**config.mk**
```make
export PLATFORM = sky130hd
export DESIGN_NAME = cap_ring_writer
export DESIGN_NICKNAME = d
export VERILOG_FILES = /design/src/rtl/cap_ring_pkg.sv /design/src/rtl/cap_ring_regs.sv /design/src/rtl/cap_ring_ptr.sv /design/src/rtl/cap_ring_period.sv /design/src/rtl/cap_ring_writer.sv
export SDC_FILE = /design/constraint.sdc
export NUM_CORES = 1
export LEC_CHECK = 0
export ABC_AREA = 0
export BUFFER_PORTS_ARGS = -buffer_cell sky130_fd_sc_hd__buf_4
export CAP_MARGIN = 10
export CORE_ASPECT_RATIO = 2
export CORE_MARGIN = 3
export CORE_UTILIZATION = 35
export DETAILED_ROUTE_END_ITERATION = 16
export PLACE_DENSITY_LB_ADDON = 0.12
export SLEW_MARGIN = 15
export SYNTH_ARGS = -nofsm -noshare
export SYNTH_HDL_FRONTEND = slang
export SYNTH_HIERARCHICAL = 1
export SYNTH_SLANG_ARGS = --single-unit
```
**constraint.sdc**
```tcl
create_clock -name clk -period 5.11 [get_ports clk]
set_clock_uncertainty 0.05 [all_clocks]
set_input_delay 1.022 -clock clk [delete_from_list [all_inputs] [get_ports clk]]
set_output_delay 1.022 -clock clk [all_outputs]
set_load 0.02 [all_outputs]
```
**src/rtl/cap_ring_pkg.sv**
```systemverilog
package cap_ring_pkg;

    localparam int unsigned DW         = 32;
    localparam int unsigned AW         = 32;
    localparam int unsigned CFG_AW     = 8;
    localparam int unsigned IRQ_AW     = 4;
    localparam int unsigned CH_W       = 8;
    localparam int unsigned PER_LSB    = 8;
    localparam int unsigned PER_W      = DW - PER_LSB;
    localparam int unsigned WORD_BYTES = DW / 8;

    // configuration space byte offsets
    localparam logic [CFG_AW-1:0] OFS_ENABLE = 8'h14;
    localparam logic [CFG_AW-1:0] OFS_BASE   = 8'h18;
    localparam logic [CFG_AW-1:0] OFS_SIZE   = 8'h1C;
    localparam logic [CFG_AW-1:0] OFS_PROD   = 8'h20;
    localparam logic [CFG_AW-1:0] OFS_CONS   = 8'h24;
    localparam logic [CFG_AW-1:0] OFS_SRST   = 8'h2C;
    localparam logic [CFG_AW-1:0] OFS_CHAN   = 8'h30;
    localparam logic [CFG_AW-1:0] OFS_PERIOD = 8'h4C;

    // interrupt space byte offsets
    localparam logic [IRQ_AW-1:0] IOFS_MASK  = 4'h8;
    localparam logic [IRQ_AW-1:0] IOFS_STAT  = 4'hC;

    typedef struct packed {
        logic [CH_W-1:0]  chan;
        logic [PER_W-1:0] frames;
        logic             ie;
    } period_cfg_t;

    typedef struct packed {
        logic [AW-1:0] addr;
        logic [DW-1:0] data;
    } mwr_t;

    // next ring offset: one word further, folded by the size mask
    function automatic logic [AW-1:0] ring_step(input logic [AW-1:0] idx,
                                                input logic [AW-1:0] mask);
        return (idx + AW'(WORD_BYTES)) & mask;
    endfunction

endpackage

```
**src/rtl/cap_ring_regs.sv**
```systemverilog
module cap_ring_regs
    import cap_ring_pkg::*;
#(
    parameter int unsigned IDX_W = 21
) (
    input  logic              clk,
    input  logic              rst,
    input  logic              cfg_we,
    input  logic [CFG_AW-1:0] cfg_addr,
    input  logic [DW-1:0]     cfg_wdata,
    input  logic [IDX_W-1:0]  prod_idx,
    output logic [DW-1:0]     cfg_rdata,
    output logic              en,
    output logic [AW-1:0]     base,
    output logic [IDX_W-1:0]  mask,
    output logic [IDX_W-1:0]  cons,
    output period_cfg_t       pcfg,
    output logic              srst
);

    localparam int unsigned SZ_W  = IDX_W + 1;
    localparam int unsigned SZ_PAD = DW - SZ_W;
    localparam int unsigned IX_PAD = DW - IDX_W;

    logic [SZ_W-1:0]  size_r;
    logic [CH_W-1:0]  chan_r;
    logic [PER_W-1:0] per_r;
    logic             ie_r;

    assign srst = cfg_we && (cfg_addr == OFS_SRST) && cfg_wdata[0];

    always_ff @(posedge clk) begin
        if (rst) begin
            en     <= 1'b0;
            base   <= '0;
            size_r <= '0;
            cons   <= '0;
            chan_r <= '0;
            per_r  <= '0;
            ie_r   <= 1'b0;
        end else begin
            if (srst) begin
                cons <= '0;
            end
            if (cfg_we) begin
                case (cfg_addr)
                    OFS_ENABLE: en     <= cfg_wdata[0];
                    OFS_BASE:   base   <= cfg_wdata;
                    OFS_SIZE:   size_r <= cfg_wdata[SZ_W-1:0];
                    OFS_CONS:   cons   <= {cfg_wdata[IDX_W-1:2], 2'b00};
                    OFS_CHAN:   chan_r <= cfg_wdata[CH_W-1:0];
                    OFS_PERIOD: begin
                        per_r <= cfg_wdata[DW-1:PER_LSB];
                        ie_r  <= cfg_wdata[0];
                    end
                    default: ;
                endcase
            end
        end
    end

    // power-of-two size: low bits minus one give the wrap mask
    assign mask = size_r[IDX_W-1:0] - 1'b1;

    assign pcfg.chan   = chan_r;
    assign pcfg.frames = per_r;
    assign pcfg.ie     = ie_r;

    always_comb begin
        case (cfg_addr)
            OFS_ENABLE: cfg_rdata = {{(DW-1){1'b0}}, en};
            OFS_BASE:   cfg_rdata = base;
            OFS_SIZE:   cfg_rdata = {{SZ_PAD{1'b0}}, size_r};
            OFS_PROD:   cfg_rdata = {{IX_PAD{1'b0}}, prod_idx};
            OFS_CONS:   cfg_rdata = {{IX_PAD{1'b0}}, cons};
            OFS_CHAN:   cfg_rdata = {{(DW-CH_W){1'b0}}, chan_r};
            OFS_PERIOD: cfg_rdata = {per_r, {(PER_LSB-1){1'b0}}, ie_r};
            default:    cfg_rdata = '0;
        endcase
    end

endmodule

```
**src/rtl/cap_ring_ptr.sv**
```systemverilog
module cap_ring_ptr
    import cap_ring_pkg::*;
#(
    parameter int unsigned IDX_W = 21
) (
    input  logic             clk,
    input  logic             rst,
    input  logic             srst,
    input  logic             en,
    input  logic [AW-1:0]    base,
    input  logic [IDX_W-1:0] mask,
    input  logic [IDX_W-1:0] cons,
    input  logic             smp_valid,
    input  logic [DW-1:0]    smp_data,
    output logic             smp_ready,
    output logic             mw_valid,
    output mwr_t             mw_req,
    input  logic             mw_ready,
    output logic [IDX_W-1:0] prod_idx,
    output logic             wr_done
);

    localparam int unsigned PAD = AW - IDX_W;

    logic [AW-1:0]    step_full;
    logic [IDX_W-1:0] prod_next;
    logic             ring_full;

    assign step_full = ring_step({{PAD{1'b0}}, prod_idx}, {{PAD{1'b0}}, mask});
    assign prod_next = step_full[IDX_W-1:0];
    assign ring_full = (prod_next == cons);

    // one request in flight; a new word only when the port is idle
    assign smp_ready = en && !mw_valid && !ring_full;
    assign wr_done   = mw_valid && mw_ready;

    always_ff @(posedge clk) begin
        if (rst || srst) begin
            mw_valid <= 1'b0;
            mw_req   <= '0;
            prod_idx <= '0;
        end else if (wr_done) begin
            mw_valid <= 1'b0;
            prod_idx <= prod_next;
        end else if (smp_valid && smp_ready) begin
            mw_valid    <= 1'b1;
            mw_req.addr <= base + {{PAD{1'b0}}, prod_idx};
            mw_req.data <= smp_data;
        end
    end

endmodule

```
**src/rtl/cap_ring_period.sv**
```systemverilog
module cap_ring_period
    import cap_ring_pkg::*;
(
    input  logic              clk,
    input  logic              rst,
    input  logic              srst,
    input  logic              wr_done,
    input  period_cfg_t       pcfg,
    input  logic              irq_we,
    input  logic [IRQ_AW-1:0] irq_addr,
    input  logic [DW-1:0]     irq_wdata,
    output logic [DW-1:0]     irq_rdata,
    output logic              irq_out
);

    logic [CH_W-1:0]  word_cnt;
    logic [PER_W-1:0] frame_cnt;
    logic [CH_W-1:0]  chan_eff;
    logic             last_word;
    logic             last_frame;
    logic             frame_done;
    logic             period_hit;
    logic             pend;
    logic             pend_set;
    logic             pend_clr;
    logic [DW-1:0]    mask_r;

    assign chan_eff   = (pcfg.chan == '0) ? CH_W'(1) : pcfg.chan;
    assign last_word  = (word_cnt >= chan_eff - 1'b1);
    assign last_frame = (frame_cnt >= pcfg.frames - 1'b1);
    assign frame_done = wr_done && last_word;
    assign period_hit = frame_done && (pcfg.frames != '0) && last_frame;

    assign pend_set = period_hit && pcfg.ie;
    assign pend_clr = irq_we && (irq_addr == IOFS_STAT) && irq_wdata[0];

    always_ff @(posedge clk) begin
        if (rst || srst) begin
            word_cnt  <= '0;
            frame_cnt <= '0;
        end else if (wr_done) begin
            word_cnt <= last_word ? '0 : word_cnt + 1'b1;
            if (frame_done) begin
                frame_cnt <= period_hit ? '0 : frame_cnt + 1'b1;
            end
        end
    end

    always_ff @(posedge clk) begin
        if (rst) begin
            pend   <= 1'b0;
            mask_r <= '0;
        end else begin
            pend <= (pend && !pend_clr) || pend_set;
            if (irq_we && (irq_addr == IOFS_MASK)) begin
                mask_r <= irq_wdata;
            end
        end
    end

    assign irq_out = pend && mask_r[0];

    always_comb begin
        case (irq_addr)
            IOFS_MASK: irq_rdata = mask_r;
            IOFS_STAT: irq_rdata = {{(DW-1){1'b0}}, pend};
            default:   irq_rdata = '0;
        endcase
    end

endmodule

```
**src/rtl/cap_ring_writer.sv**
```systemverilog
module cap_ring_writer
    import cap_ring_pkg::*;
#(
    parameter int unsigned IDX_W = 21
) (
    input  logic              clk,
    input  logic              rst,
    input  logic              cfg_we,
    input  logic [CFG_AW-1:0] cfg_addr,
    input  logic [DW-1:0]     cfg_wdata,
    output logic [DW-1:0]     cfg_rdata,
    input  logic              irq_we,
    input  logic [IRQ_AW-1:0] irq_addr,
    input  logic [DW-1:0]     irq_wdata,
    output logic [DW-1:0]     irq_rdata,
    output logic              irq_out,
    input  logic              smp_valid,
    input  logic [DW-1:0]     smp_data,
    output logic              smp_ready,
    output logic              mw_valid,
    output logic [AW-1:0]     mw_addr,
    output logic [DW-1:0]     mw_data,
    input  logic              mw_ready
);

    logic             cfg_en;
    logic [AW-1:0]    base_addr;
    logic [IDX_W-1:0] idx_mask;
    logic [IDX_W-1:0] cons_idx;
    logic [IDX_W-1:0] prod_idx;
    logic             srst_w;
    logic             wr_done;
    period_cfg_t      pcfg;
    mwr_t             mw_req;

    cap_ring_regs #(.IDX_W(IDX_W)) regs_i (
        .clk       (clk),
        .rst       (rst),
        .cfg_we    (cfg_we),
        .cfg_addr  (cfg_addr),
        .cfg_wdata (cfg_wdata),
        .prod_idx  (prod_idx),
        .cfg_rdata (cfg_rdata),
        .en        (cfg_en),
        .base      (base_addr),
        .mask      (idx_mask),
        .cons      (cons_idx),
        .pcfg      (pcfg),
        .srst      (srst_w)
    );

    cap_ring_ptr #(.IDX_W(IDX_W)) ptr_i (
        .clk       (clk),
        .rst       (rst),
        .srst      (srst_w),
        .en        (cfg_en),
        .base      (base_addr),
        .mask      (idx_mask),
        .cons      (cons_idx),
        .smp_valid (smp_valid),
        .smp_data  (smp_data),
        .smp_ready (smp_ready),
        .mw_valid  (mw_valid),
        .mw_req    (mw_req),
        .mw_ready  (mw_ready),
        .prod_idx  (prod_idx),
        .wr_done   (wr_done)
    );

    cap_ring_period period_i (
        .clk       (clk),
        .rst       (rst),
        .srst      (srst_w),
        .wr_done   (wr_done),
        .pcfg      (pcfg),
        .irq_we    (irq_we),
        .irq_addr  (irq_addr),
        .irq_wdata (irq_wdata),
        .irq_rdata (irq_rdata),
        .irq_out   (irq_out)
    );

    assign mw_addr = mw_req.addr;
    assign mw_data = mw_req.data;

endmodule

```
Word level (Yosys, flattened, before mapping)
Index checks and enable logic that the tools add are counted.
{ "op_classes": {"n_eq_ne": 11, "n_lt_le_gt_ge": 2, "reduce_logical": 30, "n_bitwise": 2, "n_addsub": 7, "mux": 8} }
{ "op_table": {"columns": ["op", "n"], "rows": [
  ["$pmux 32 s7", 1],
  ["$pmux 32 s2", 1],
  ["$mux 21", 3],
  ["$add 32x21->32", 1],
  ["$eq 8x6->1 const B", 4],
  ["$add 24x1->24 const B", 1],
  ["$eq 8x5->1 const B", 3],
  ["$ge 24x24->1", 1],
  ["$mux 24", 1],
  ["$reduce_bool 24->1", 1],
  ["$sub 24x1->24 const B", 1],
  ["$add 21x3->21 const B", 1],
  ["$and 21x21->21", 1],
  ["$eq 21x21->1", 1],
  ["$sub 21x1->21 const B", 1],
  ["$mux 8", 2],
  ["$logic_and 1x1->1", 15],
  ["$reduce_and 2->1", 7],
  ["$add 8x1->8 const B", 1],
  ["$eq 4x4->1 const B", 2],
  ["$eq 8x7->1 const B", 1],
  ["$ge 8x8->1", 1],
  ["$logic_not 8->1", 1],
  ["$sub 8x1->8 const B", 1],
  ["other kinds (4)", 7]
]} }
{ "word_totals": {"wordCells": 75, "regBits": 260, "inputBits": 114, "out_inout_bits": 131} }

Logic depth before layout (Yosys ltp)
Gate-level depths: netlist (run 1).
{ "depth": {"ltp_word": 9, "depth_mapped": 15, "depth_no_buf": 14} }

Cells and area by module
The synthesis (run 1) kept the hierarchy.
{ "modules_own_cells": {"columns": ["module", "seq_area_each_um2", "instances", "area_each_um2", "cells_per_inst"], "rows": [
  ["cap_ring_ptr", 1721.7, 1, 5987.0, 761],
  ["cap_ring_regs", 2182.1, 1, 5221.3, 654],
  ["cap_ring_period", 1301.2, 1, 4341.7, 558]
]} }

Worst setup path before layout (run 1)
No wires, ideal clock.
{ "synth_path": {"path_type": "register to output", "startpoint": "reg regs_i.size_r[0]", "endpoint": "out smp_ready", "required_time_ps": 4038, "stages_incl_launch_ff": 14, "arrival_ps": 3198, "path_buffers": 0, "path_slack_ps": 840, "path_cell_list": "dfxtp_1 > inv_1 > ha_1 > or4b_1 > nor4_1 > xor2_1 > nor2b_1 > nand3_1 > and3_1 > nor4_1 > nand4b_1 > or4_4 > nor2_1 > nor3b_1"} }
{ "synth_via": {"elab_chain_len": 5} }
{ "synth_lines": {"columns": ["element", "line", "rtl"], "rows": [
  ["start, declared", "cap_ring_regs.sv:25", "logic [SZ_W-1:0] size_r;"],
  ["start signal, assigned", "cap_ring_regs.sv:49", "OFS_SIZE: size_r <= cfg_wdata[SZ_W-1:0];"],
  ["$sub 21x1->21", "cap_ring_regs.sv:63", "assign mask = size_r[IDX_W-1:0] - 1'b1;"],
  ["via idx_mask[0]", "cap_ring_writer.sv:28", "logic [IDX_W-1:0] idx_mask;"],
  ["$and 21x21->21", "cap_ring_pkg.sv:40", "return (idx + AW'(WORD_BYTES)) & mask;"],
  ["$eq 21x21->1", "cap_ring_ptr.sv:31", "assign ring_full = (prod_next == cons);"],
  ["$logic_not 1->1", "cap_ring_ptr.sv:34", "assign smp_ready = en && !mw_valid && !ring_full;"],
  ["$logic_and 1x1->1", "cap_ring_ptr.sv:34", null],
  ["end, declared", "cap_ring_writer.sv:19", "output logic smp_ready,"]
]} }
The timed path passes the listed nets, and every way through them passes these cells.

Final worst setup path (run 1)
Same ends and word-level chain as after synthesis.

==> results of run 1 <==
==> metal layers <==
metal | GRT usage | vias up | wire length (um)
met2 | 0.4872 | 590 | 34100
met5 | 0 | - | 0
met3 | 0.03230 | 202 | 3255
li1 | - | 7465 | -
met1 | 0.2493 | 7420 | 21030
met4 | 0.2009 | 0 | 5904
==> layout by cell type (no fill, tap or decap), types with 8 or more instances in the layout <==
| cell type | netlist | final |
|---|---|---|
| inv_1 | 32 | 30 |
| clkbuf_16 | 0 | 27 |
| nor2b_1 | 20 | 18 |
| o221ai_1 | 16 | 16 |
| a21oi_1 | 188 | 188 |
| and3_1 | 29 | 29 |
| buf_4 | 9 | 295 |
| ha_1 | 59 | 58 |
| xor2_1 | 45 | 42 |
| a22oi_1 | 38 | 38 |
| o21a_1 | 9 | 8 |
| a22o_1 | 29 | 29 |
| nand3_1 | 83 | 82 |
| nand4b_1 | 10 | 10 |
| o21ai_0 | 45 | 45 |
| and2_1 | 46 | 45 |
| mux2i_1 | 68 | 68 |
| o22ai_1 | 10 | 10 |
| nand2_1 | 435 | 435 |
| a31oi_1 | 10 | 10 |
| nor3_1 | 49 | 48 |
| nand4_1 | 31 | 31 |
| xnor2_1 | 35 | 34 |
| nor3b_1 | 10 | 10 |
| or3_1 | 9 | 9 |
| o211ai_1 | 15 | 15 |
| nor4_1 | 21 | 19 |
| dfxtp_1 | 260 | 257 |
| nor2_1 | 85 | 81 |
| nand2b_1 | 16 | 16 |
==> final cells by class <==
type                    instances  area (um^2)  share of cell area
inverters                      32        120.1            0.006330
flip-flops and latches        260         5211              0.2746
repair buffers                298         2266              0.1194
clock buffers                  38        787.0             0.04147
multi-input cells            1563         9763              0.5145
well taps                     550        688.2             0.03626
clock inverters                10        141.4            0.007450
==> stage by stage <==
stage	instance area [um^2]	hold slack (ns)	setup WS (ns)	instances
global placement	17890	0.3888	0.3783	2699
finish	18980	0.3991	0.1290	2751
global route	18980	0.4235	-0.0005937	2751
detailed placement	17890	0.3933	0.3513	2699
floorplan	15550	0.3817	0.8396	1973
CTS	18860	0.4024	0.02857	2748
==> tightest hold or removal path: stages (launching register included) <==
cell	delay [ns]
dfxtp_1	0.31
nand2_1	0.05
a21oi_1	0.05
==> logic make-up (layout without fill, tap and decap cells) <==
kind of cell | Yosys count | in the layout | share of synthesized area
compound gates | 442 | 442 | 0.1871
xor+xnor | 80 | 80 | 0.04506
fa+ha+maj | 60 | 60 | 0.04876
buf+inv | 150 | 378 | 0.04538
flops | 260 | 260 | 0.3347
mux | 72 | 72 | 0.04667
simple gates | 909 | 909 | 0.2923
==> power groups by stage <==
stage	Clock [mW]	Sequential [mW]	Combinational, mW
finish	2.11	2.03	0.230
global route	2.24	2.03	0.247
CTS	2.16	2.03	0.228
detailed placement	0	2.08	0.228
global placement	0	2.08	0.226
floorplan	0	2.08	0.0959
==> worst max-delay path by stage <==
stage / from / end
floorplan: regs_i/size_r[0] / smp_ready
global placement: regs_i/size_r[0] / smp_ready
detailed placement: regs_i/size_r[1] / smp_ready
CTS: regs_i/size_r[1] / smp_ready
global route: regs_i/size_r[0] / smp_ready
finish: regs_i/size_r[0] / smp_ready
==> registers in the layout (all words and copies together) (netlist names) <==
register and cells:
regs_i/base 32, ptr_i/prod_idx 21, ptr_i/mw_req 64, period_i/frame_cnt 24
regs_i/en 1, regs_i/size_r 22, period_i/mask_r 32, regs_i/chan_r 8
regs_i/cons 21, regs_i/per_r 24, period_i/pend 1, period_i/word_cnt 8
regs_i/ie_r 1, ptr_i/mw_valid 1
==> repair_timing <==
| action | CTS | global route |
|---|---|---|
| cloned | 0 | 0 |
| setup buffers | 1 | 3 |
| resized for setup | 6 | 22 |
| pin swaps | 2 | 7 |
| hold endpoints to repair | 0 | 0 |
| endpoints found under the setup margin | 1 | 1 |
| hold buffers | 0 | 0 |
==> results.yml, run 1 <==
setup_path:
  r2r-start: "regs_i/per_r[1]"
  r2r_slack_ns: 0.61
  cp-start-kind: "flip-flop"
  r2r_end: "period_i/frame_cnt[20]"
  path_class: "reg -> out"
  crit_buf_inv: 2
  crit_arrival_ns: 3.91
  worstPathRequired_ns: 4.04
  worstPathMaxFanout: 5
  crit_family: "simple AND/OR/NAND/NOR gates"
  reg2reg_depth: 13
  cp_cell_sequence: "inv_2 > ha_4 > or4b_4 > nor4_4 > xor2_1 > nor2b_2 > nand3_1 > and3_1 > nor4_1 > nand4b_1 > or4_4 > nor2_4 > nor3b_1 > buf_4"
  worstSetupEndpointType: "output port"
  cpPeakStageDelay_ns: 0.61
  slowest_stage: "or4_4"
  cp_num_cells: 14
floorplanning:
  core_area_um2: 43650
  die_area_um2: 47150
  start_util: 0.3563
  die_x_um: 155.0
  fp.dieH_um: 304.1
  row_count: 108
  pin_count: 245
timing:
  drv_slew: 0
  tightestPinTransition_ns: 1.131
  hold_viol_final: 0
  finalSetupTns_ns: 0
  period_needed_ns: 4.981
  fin_crit_sh: 0.9748
  max_slew_margin: 0.2360
  setup_viol: 0
  fmaxAchievable_ghz: 0.2008
synth:
  synth_top_flop_cell: "dfxtp_1"
  synth_commonest_cells: "nand2_1 (435), dfxtp_1 (260), a21oi_1 (188)"
  synth_most_common_cell: "nand2_1"
  synth_warnings: 6
  syn_inst: 1973
  async_reset_ff_frac: 0
  synth.avg_cell_area_um2: 7.881
  synth_edf_count: 0
  ys_seq_area_frac: 0.3347
  syn-num-nets: 2147
  synthDominantCellAreaShare: 0.3347
  synth_area_leaders: "dfxtp_1 (33%), nand2_1 (11%), a21oi_1 (6.1%), ha_1 (4.7%), mux2i_1 (4.4%)"
  synth_area_leader_cell: "dfxtp_1"
  syn_area_um2: 15550
  ys_ff_latch: 260
  synth_cell_types: 97
cts:
  cts_tree: "yes"
  clockBufferDepth: 3
  clk_latency_ns: 0.57
  cts_buffers: 27
  clock_sinks: 260
  htree_levels: 1
  cts_root_buf: "clkbuf_16"
  path_clk_slew_ns: 0.06
global_routing:
  grt_pass1_wl_um: 94490
  grt_pass1_vias: 15600
  grt.overflow.total: 0
  antenna_found_initial: 0
  grt_max_degree: 61
  track_usage: 0.2596
final_layout:
  area_growth_pct: 22.04
  fin_nets: 2356
  drive_gt1_frac: 0.1890
  nFillCells: 4497
  n_antenna_cell: 0
  fin_util: 0.4348
pwr:
  p_int_mw: 3.343
  power.density_nw_per_um2: 230.4
  p_seq_frac: 0.465
  p_sw_mw: 1.029
  power_frac_clock: 0.482
  comb_power_share: 0.053
  vdd_drop_max_mv: 0.3976
  p_sw_frac: 0.2354
  total_power_mw: 4.372
  p_leak_nw: 7.621
drt:
  dr.pass1.iters: 6
  drc: 0
  drt_iter0_drc: 1045
  vias: 15680
  routed_wl_um: 64290
  routedWlPerCell_um: 23.37
  avgViaCountPerCell: 5.699
  postRouteAntennaNets: 0
placed_design:
  dp_hpwl_um: 49380
  gp_congestion: 0.9483
  numPortBuffers: 244
flow_run:
  maxCapViolCount: 0
min_path:
  hold-path-cell-count: 2
  min_path_type: "reg -> reg"
  hp-start: "period_i/mask_r[26]"
  worstHoldEndpoint: "period_i/mask_r[26]"
run_status:
  status: "complete, no violations"
Power figures use the tool's default switching activity.
==> inputs of run 2 (changes only) <==
--- a/config.mk
+++ b/config.mk
@@ -10,7 +10,7 @@
 export CAP_MARGIN = 10
 export CORE_ASPECT_RATIO = 2
 export CORE_MARGIN = 3
-export CORE_UTILIZATION = 35
+export CORE_UTILIZATION = 40
 export DETAILED_ROUTE_END_ITERATION = 16
 export PLACE_DENSITY_LB_ADDON = 0.12
 export SLEW_MARGIN = 15
==> constraint.sdc (replaced) <==
create_clock -name clk -period 5 [get_ports clk]
set_clock_uncertainty 0.05 [all_clocks]
set_input_delay 1 -clock clk [delete_from_list [all_inputs] [get_ports clk]]
set_output_delay 1 -clock clk [all_outputs]
set_load 0.02 [all_outputs]
==> run 2 against run 1 <==
  * Flip-flop and latch count unchanged
  * Setup slack got worse by 0.050 ns
  * Sequential power increased by 2%
  * Global-route usage increased by 1.9 points
  * Critical path depth increased by 1
  * Sequential share of layout area about the same
  * Power decreased by 1.1%
  * Combinational power increased by 2%
  * Register-to-register slack improved by 0.12 ns
  * First-iteration DRC count increased by 2.6%
  * Design area decreased by 0.11%
  * Largest power group is now sequential cells
==> results.yml, run 2 (same netlist as run 1, synthesis figures left out) <==
drt:
  routed_wl_um: 61330
  avgViaCountPerCell: 5.830
  vias: 15840
  drc: 0
  routedWlPerCell_um: 22.57
  postRouteAntennaNets: 0
  drt_iter0_drc: 1072
  dr.pass1.iters: 5
cts:
  clockBufferDepth: 3
  clk_latency_ns: 0.55
  path_clk_slew_ns: 0.06
  ctsHoldBuffers: 0
  cts_buffers: 26
  clock_sinks: 260
  cts_tree: "yes"
  cts_root_buf: "clkbuf_16"
  htree_levels: 1
placed_design:
  dp_slack_ns: 0.2631
  dp_hpwl_um: 46580
  place_area_um2: 17840
  numPortBuffers: 244
  dp_cells: 2661
  gp_congestion: 0.9599
timing:
  fmaxAchievable_ghz: 0.2032
  drv_slew: 0
  setup_viol: 0
  finalSetupTns_ns: 0
  period_needed_ns: 4.921
  tightestPinTransition_ns: 1.120
  setup_ws_ns: 0.07933
  max_slew_margin: 0.2531
  hold_viol_final: 0
  fin_crit_sh: 0.9841
  grt_setup_unrepaired: "yes"
global_routing:
  grt_max_degree: 54
  grt_pass1_wl_um: 90830
  grt.overflow.total: 0
  antenna_found_initial: 0
  track_usage: 0.2784
  grt_pass1_vias: 15390
final_layout:
  fin_cells: 2717
  drive_gt1_frac: 0.1916
  final_common_cell: "nand2_1"
  nFillCells: 3880
  area_growth_pct: 21.91
  top_regs: "ptr_i/mw_req: 64 flops, period_i/mask_r: 32 flops, regs_i/base: 32 flops"
  stdcell_area_um2: 18960
  final_cell_mix: "nand2_1 (435), buf_4 (295), dfxtp_1 (256), a21oi_1 (187), nor2_1 (82)"
  n_antenna_cell: 0
  fin_nets: 2359
  regMostFlops: "ptr_i/mw_req"
  largest_register_ffs: 64
setup_path:
  crit_arrival_ns: 3.87
  r2r-start: "regs_i/per_r[1]"
  reg2reg_depth: 14
  worstSetupEndpointType: "output port"
  slowest_stage: "or4b_4"
  path_class: "reg -> out"
  cp_cell_sequence: "inv_4 > ha_4 > or4b_4 > buf_6 > nand4b_4 > nor3_2 > xor2_1 > nor2b_2 > nand4_1 > a21oi_2 > a2111o_1 > or4_4 > nor2_4 > nor3b_4 > buf_6"
  cp-start-kind: "flip-flop"
  cpPeakStageDelay_ns: 0.49
  worstSetupStartpoint: "regs_i/size_r[1]"
  worst_path_most_repeated_cell: "buf_6"
  worstPathMaxFanout: 5
  worstPathRequired_ns: 3.95
min_path:
  min_path_type: "reg -> reg"
  hold-path-cell-count: 2
  hp-start: "period_i/mask_r[27]"
floorplanning:
  die_area_um2: 41420
  start_util: 0.4074
  pin_count: 245
  row_count: 101
  core_area_um2: 38160
  fp.dieH_um: 284.8
  die_x_um: 145.4
pwr:
  power.density_nw_per_um2: 228.2
  p_leak_nw: 7.615
  vdd_drop_max_mv: 0.2729
run_status:
  status: "complete, no violations"
flow_run:
  maxCapViolCount: 0
-- run 2: cell count changes in the layout (fill, tap and decap cells not counted), moves of 2 or more --
| cell | before | now |
|---|---|---|
| buf_6 | 1 | 3 |
| clkinv_2 | 2 | 5 |
| clkinv_4 | 3 | 1 |
| clkbuf_8 | 7 | 3 |
| nor3_2 | 1 | 3 |
| nor3_4 | 2 | 0 |
| buf_12 | 2 | 4 |
| nor4_4 | 5 | 7 |
-- run 2: routing by layer --
| layer | global-route usage | routed length [um] |
|---|---|---|
| met4 | 0.2330 | 6225 |
| met3 | 0.04246 | 3143 |
| met2 | 0.5265 | 32020 |
| met5 | 0 | 0 |
| met1 | 0.2575 | 19940 |
-- run 2: what timing repair did --
item	CTS	global route
pin swaps	3	14
setup buffers	2	8
endpoints found under the setup margin	1	1
resized for setup	9	30
gates cloned	0	0
-- run 2: worst paths after layout --
| check | slack (ns) | to |
|---|---|---|
| worst max-delay path | 0.08 | smp_ready |
| worst min-delay path | 0.40 | period_i/mask_r[27] |
| worst max register to register | 0.73 | period_i/frame_cnt[17] |
| worst min register to register | 0.40 | period_i/mask_r[27] |
-- run 2: worst max-delay path, delay by kind of cell (launching register included) --
kind                     cells  cell delay (ns)
AND/OR/NAND/NOR              8             1.86
AO/OA/AOI/OAI                2             0.46
flip-flops                   1             0.37
buffers and inverters        3             0.36
adder cells (fa/ha/maj)      1             0.15
XOR/XNOR                     1             0.12
-- run 2: layout make-up --
class	instances	area, um^2	share of cell area
Multi-Input combinational cell	1563	9804	0.5172
Timing Repair Buffer	302	2328	0.1228
Sequential cell	260	5213	0.2750
Clock inverter	10	108.9	0.005742
Inverter	32	122.6	0.006468
Clock buffer	35	735.7	0.03881
Tap cell	515	644.4	0.03399
-- run 2: power breakdown --
| group | internal [mW] | switching, mW |
|---|---|---|
| sequential | 2.07 | 0.00365 |
| clock | 1.13 | 0.881 |
| combinational | 0.0910 | 0.143 |
| total | 3.30 | 1.03 |
-- run 2: metrics by stage --
stage	hold WS [ns]	utilization	power, mW
after global routing	0.4155	0.4967	4.458
after global placement	0.3872	0.4674	2.354
after floorplan	0.3817	-	2.222
final	0.3973	0.4967	4.325
after CTS	0.4009	0.4911	4.367
after detailed placement	0.3924	0.4674	2.356
==> inputs of run 3 (changes only) <==
--- a/config.mk
+++ b/config.mk
@@ -16,5 +16,4 @@
 export SLEW_MARGIN = 15
 export SYNTH_ARGS = -nofsm -noshare
 export SYNTH_HDL_FRONTEND = slang
-export SYNTH_HIERARCHICAL = 1
 export SYNTH_SLANG_ARGS = --single-unit
==> run 3 against run 2 <==
  * Design area shrank 7.7%
  * Critical path depth shrank 7
  * Setup slack gained 0.11 ns
  * Combinational power shrank 20%
  * Largest power group is now the clock network
  * Sequential share of layout area grew 2.3 points
==> results.yml, run 3 <==
run_status:
  status: "complete, no violations"
synth:
  synth_cell_types: 73
  synthDominantCellAreaShare: 0.3662
  async_reset_ff_frac: 0
  synth_warnings: 0
  synth_edf_count: 0
  syn_area_um2: 14210
  synth_most_common_cell: "nand2_1"
  synth.avg_cell_area_um2: 7.663
  syn-num-nets: 2029
  synth_commonest_cells: "nand2_1 (378), dfxtp_1 (260), a21oi_1 (190)"
  synth_top_flop_cell: "dfxtp_1"
  ys_seq_area_frac: 0.3662
  synth_area_leaders: "dfxtp_1 (37%), nand2_1 (10%), a21oi_1 (6.7%), ha_1 (5.2%), nand3_1 (4.4%)"
  synth_area_leader_cell: "dfxtp_1"
  ys_ff_latch: 260
  syn_inst: 1855
cts:
  htree_levels: 1
  cts_tree: "yes"
  cts_root_buf: "clkbuf_16"
  cts_resized: 2
  path_clk_slew_ns: 0.06
  cts_setup_buffers: 0
  clk_latency_ns: 0.57
  clock_sinks: 260
  cts_buffers: 27
  ctsHoldBuffers: 0
  clockBufferDepth: 3
drt:
  vias: 14240
  avgViaCountPerCell: 5.692
  drt_iter0_drc: 882
  postRouteAntennaNets: 0
  routedWlPerCell_um: 19.76
  dr.pass1.iters: 7
  drc: 0
  routed_wl_um: 49450
global_routing:
  grt.overflow.total: 0
  track_usage: 0.2488
  grt_pass1_wl_um: 76290
  grt_pass1_vias: 14010
  antenna_found_initial: 0
  met2_usage: 0.4805
  grt_max_degree: 112
  grt_use_met1: 0.2347
  grt.met3_usage: 0.03887
  busiest_layer: "met2"
pwr:
  p_seq_frac: 0.465
  p_int_mw: 3.466
  comb_power_share: 0.042
  vdd_drop_max_mv: 0.2578
  p_leak_nw: 7.002
  total_power_mw: 4.474
  power.density_nw_per_um2: 255.7
  power_frac_clock: 0.493
  p_sw_mw: 1.008
  p_sw_frac: 0.2253
min_path:
  hp-start: "ptr_i.mw_req[22]"
  min_path_type: "reg -> reg"
  hold-path-cell-count: 2
  worstHoldEndpoint: "ptr_i.mw_req[22]"
setup_path:
  r2r_end: "period_i.frame_cnt[0]"
  r2r-start: "regs_i.per_r[3]"
  worstPathMaxFanout: 10
  reg2reg_depth: 20
  r2r_slack_ns: 0.31
  worstPathRequired_ns: 3.95
  cp-start-kind: "flip-flop"
  path_class: "reg -> out"
  worstSetupEndpointType: "output port"
  crit_arrival_ns: 3.76
  worstSetupStartpoint: "ptr_i.prod_idx[8]"
timing:
  fmaxAchievable_ghz: 0.2080
  hold_ws_ns: 0.3946
  finalSetupTns_ns: 0
  drv_slew: 0
  fin_crit_sh: 0.9617
  hold_viol_final: 0
  max_slew_margin: 0.2749
  period_needed_ns: 4.808
  tightestPinTransition_ns: 1.085
  setup_viol: 0
final_layout:
  fin_nets: 2212
  stdcell_area_um2: 17490
  fin_util: 0.4987
  final_cell_mix: "nand2_1 (378), buf_4 (277), dfxtp_1 (259), a21oi_1 (189), nand3_1 (124)"
  area_growth_pct: 23.06
  top_regs: "ptr_i.mw_req: 64 flops, period_i.mask_r: 32 flops, regs_i.base: 32 flops"
  drive_gt1_frac: 0.1726
  final_common_cell: "nand2_1"
  largest_register_ffs: 64
  n_antenna_cell: 0
  regMostFlops: "ptr_i.mw_req"
placed_design:
  gp_congestion: 0.9265
  place_area_um2: 16450
  numPortBuffers: 244
  dp_hpwl_um: 37390
floorplanning:
  row_count: 97
  core_area_um2: 35070
  die_x_um: 139.3
  fp.dieH_um: 272.6
  start_util: 0.4053
  pin_count: 245
  die_area_um2: 37970
flow_run:
  maxCapViolCount: 0
run 3: worst max-delay path by stage:
stage,end,slack (ns)
floorplan,period_i.frame_cnt[1],0.49
global placement,period_i.frame_cnt[2],0.12
detailed placement,period_i.frame_cnt[5],0.1
CTS,period_i.frame_cnt[5],0.03
global route,period_i.frame_cnt[0],-0.008
finish,smp_ready,0.19
run 3: cells by family after synthesis:
kind of cell	count (synthesis)	share of synthesized area
buffers and inverters	158	0.04331
and+or+nand+nor	827	0.2771
DFF	260	0.3662
AOI/OAI and AO/OA	439	0.1906
xor gates and xnor gates	100	0.06161
muxes	11	0.007922
adders and majority gates	60	0.05334
run 3: critical path: stages, from the launching register on:
cell and delay [ns]:
dfxtp_1 0.54, nand4_4 0.24, or4_4 0.64, or3_1 0.39, and3_1 0.19, or4_1 0.56
nor4_4 0.33, a21oi_1 0.13, buf_4 0.18
run 3: area by class of cell:
| class | count | area (um^2) |
|---|---|---|
| clock buffer | 36 | 779.5 |
| clock inverter | 12 | 192.7 |
| fill | 3429 | 17580 |
| inverter | 32 | 120.1 |
| multi-input combinational | 1437 | 8503 |
| sequential | 260 | 5206 |
| tap | 445 | 556.8 |
| timing repair buffer | 280 | 2135 |
run 3: metal layers:
metal | vias to the layer above | wire, um
met5 | - | 0
met4 | 0 | 3692
met3 | 177 | 2945
met2 | 526 | 26230
met1 | 6588 | 16580
li1 | 6950 | -
run 3: per-stage QoR:
stage                     cells  setup WS [ns]
after floorplan            1855         0.4946
after global placement     2453         0.1248
after detailed placement   2453        0.09719
after CTS                  2501        0.03114
after global routing       2502      -0.008296
final                      2502         0.1916
run 3: power groups by stage:
stage / clock [mW] / sequential [mW] / combinational, mW
floorplan: 0 / 2.13 / 0.0749
global placement: 0 / 2.13 / 0.185
detailed placement: 0 / 2.13 / 0.186
CTS: 2.25 / 2.08 / 0.187
global route: 2.34 / 2.08 / 0.203
finish: 2.20 / 2.08 / 0.188
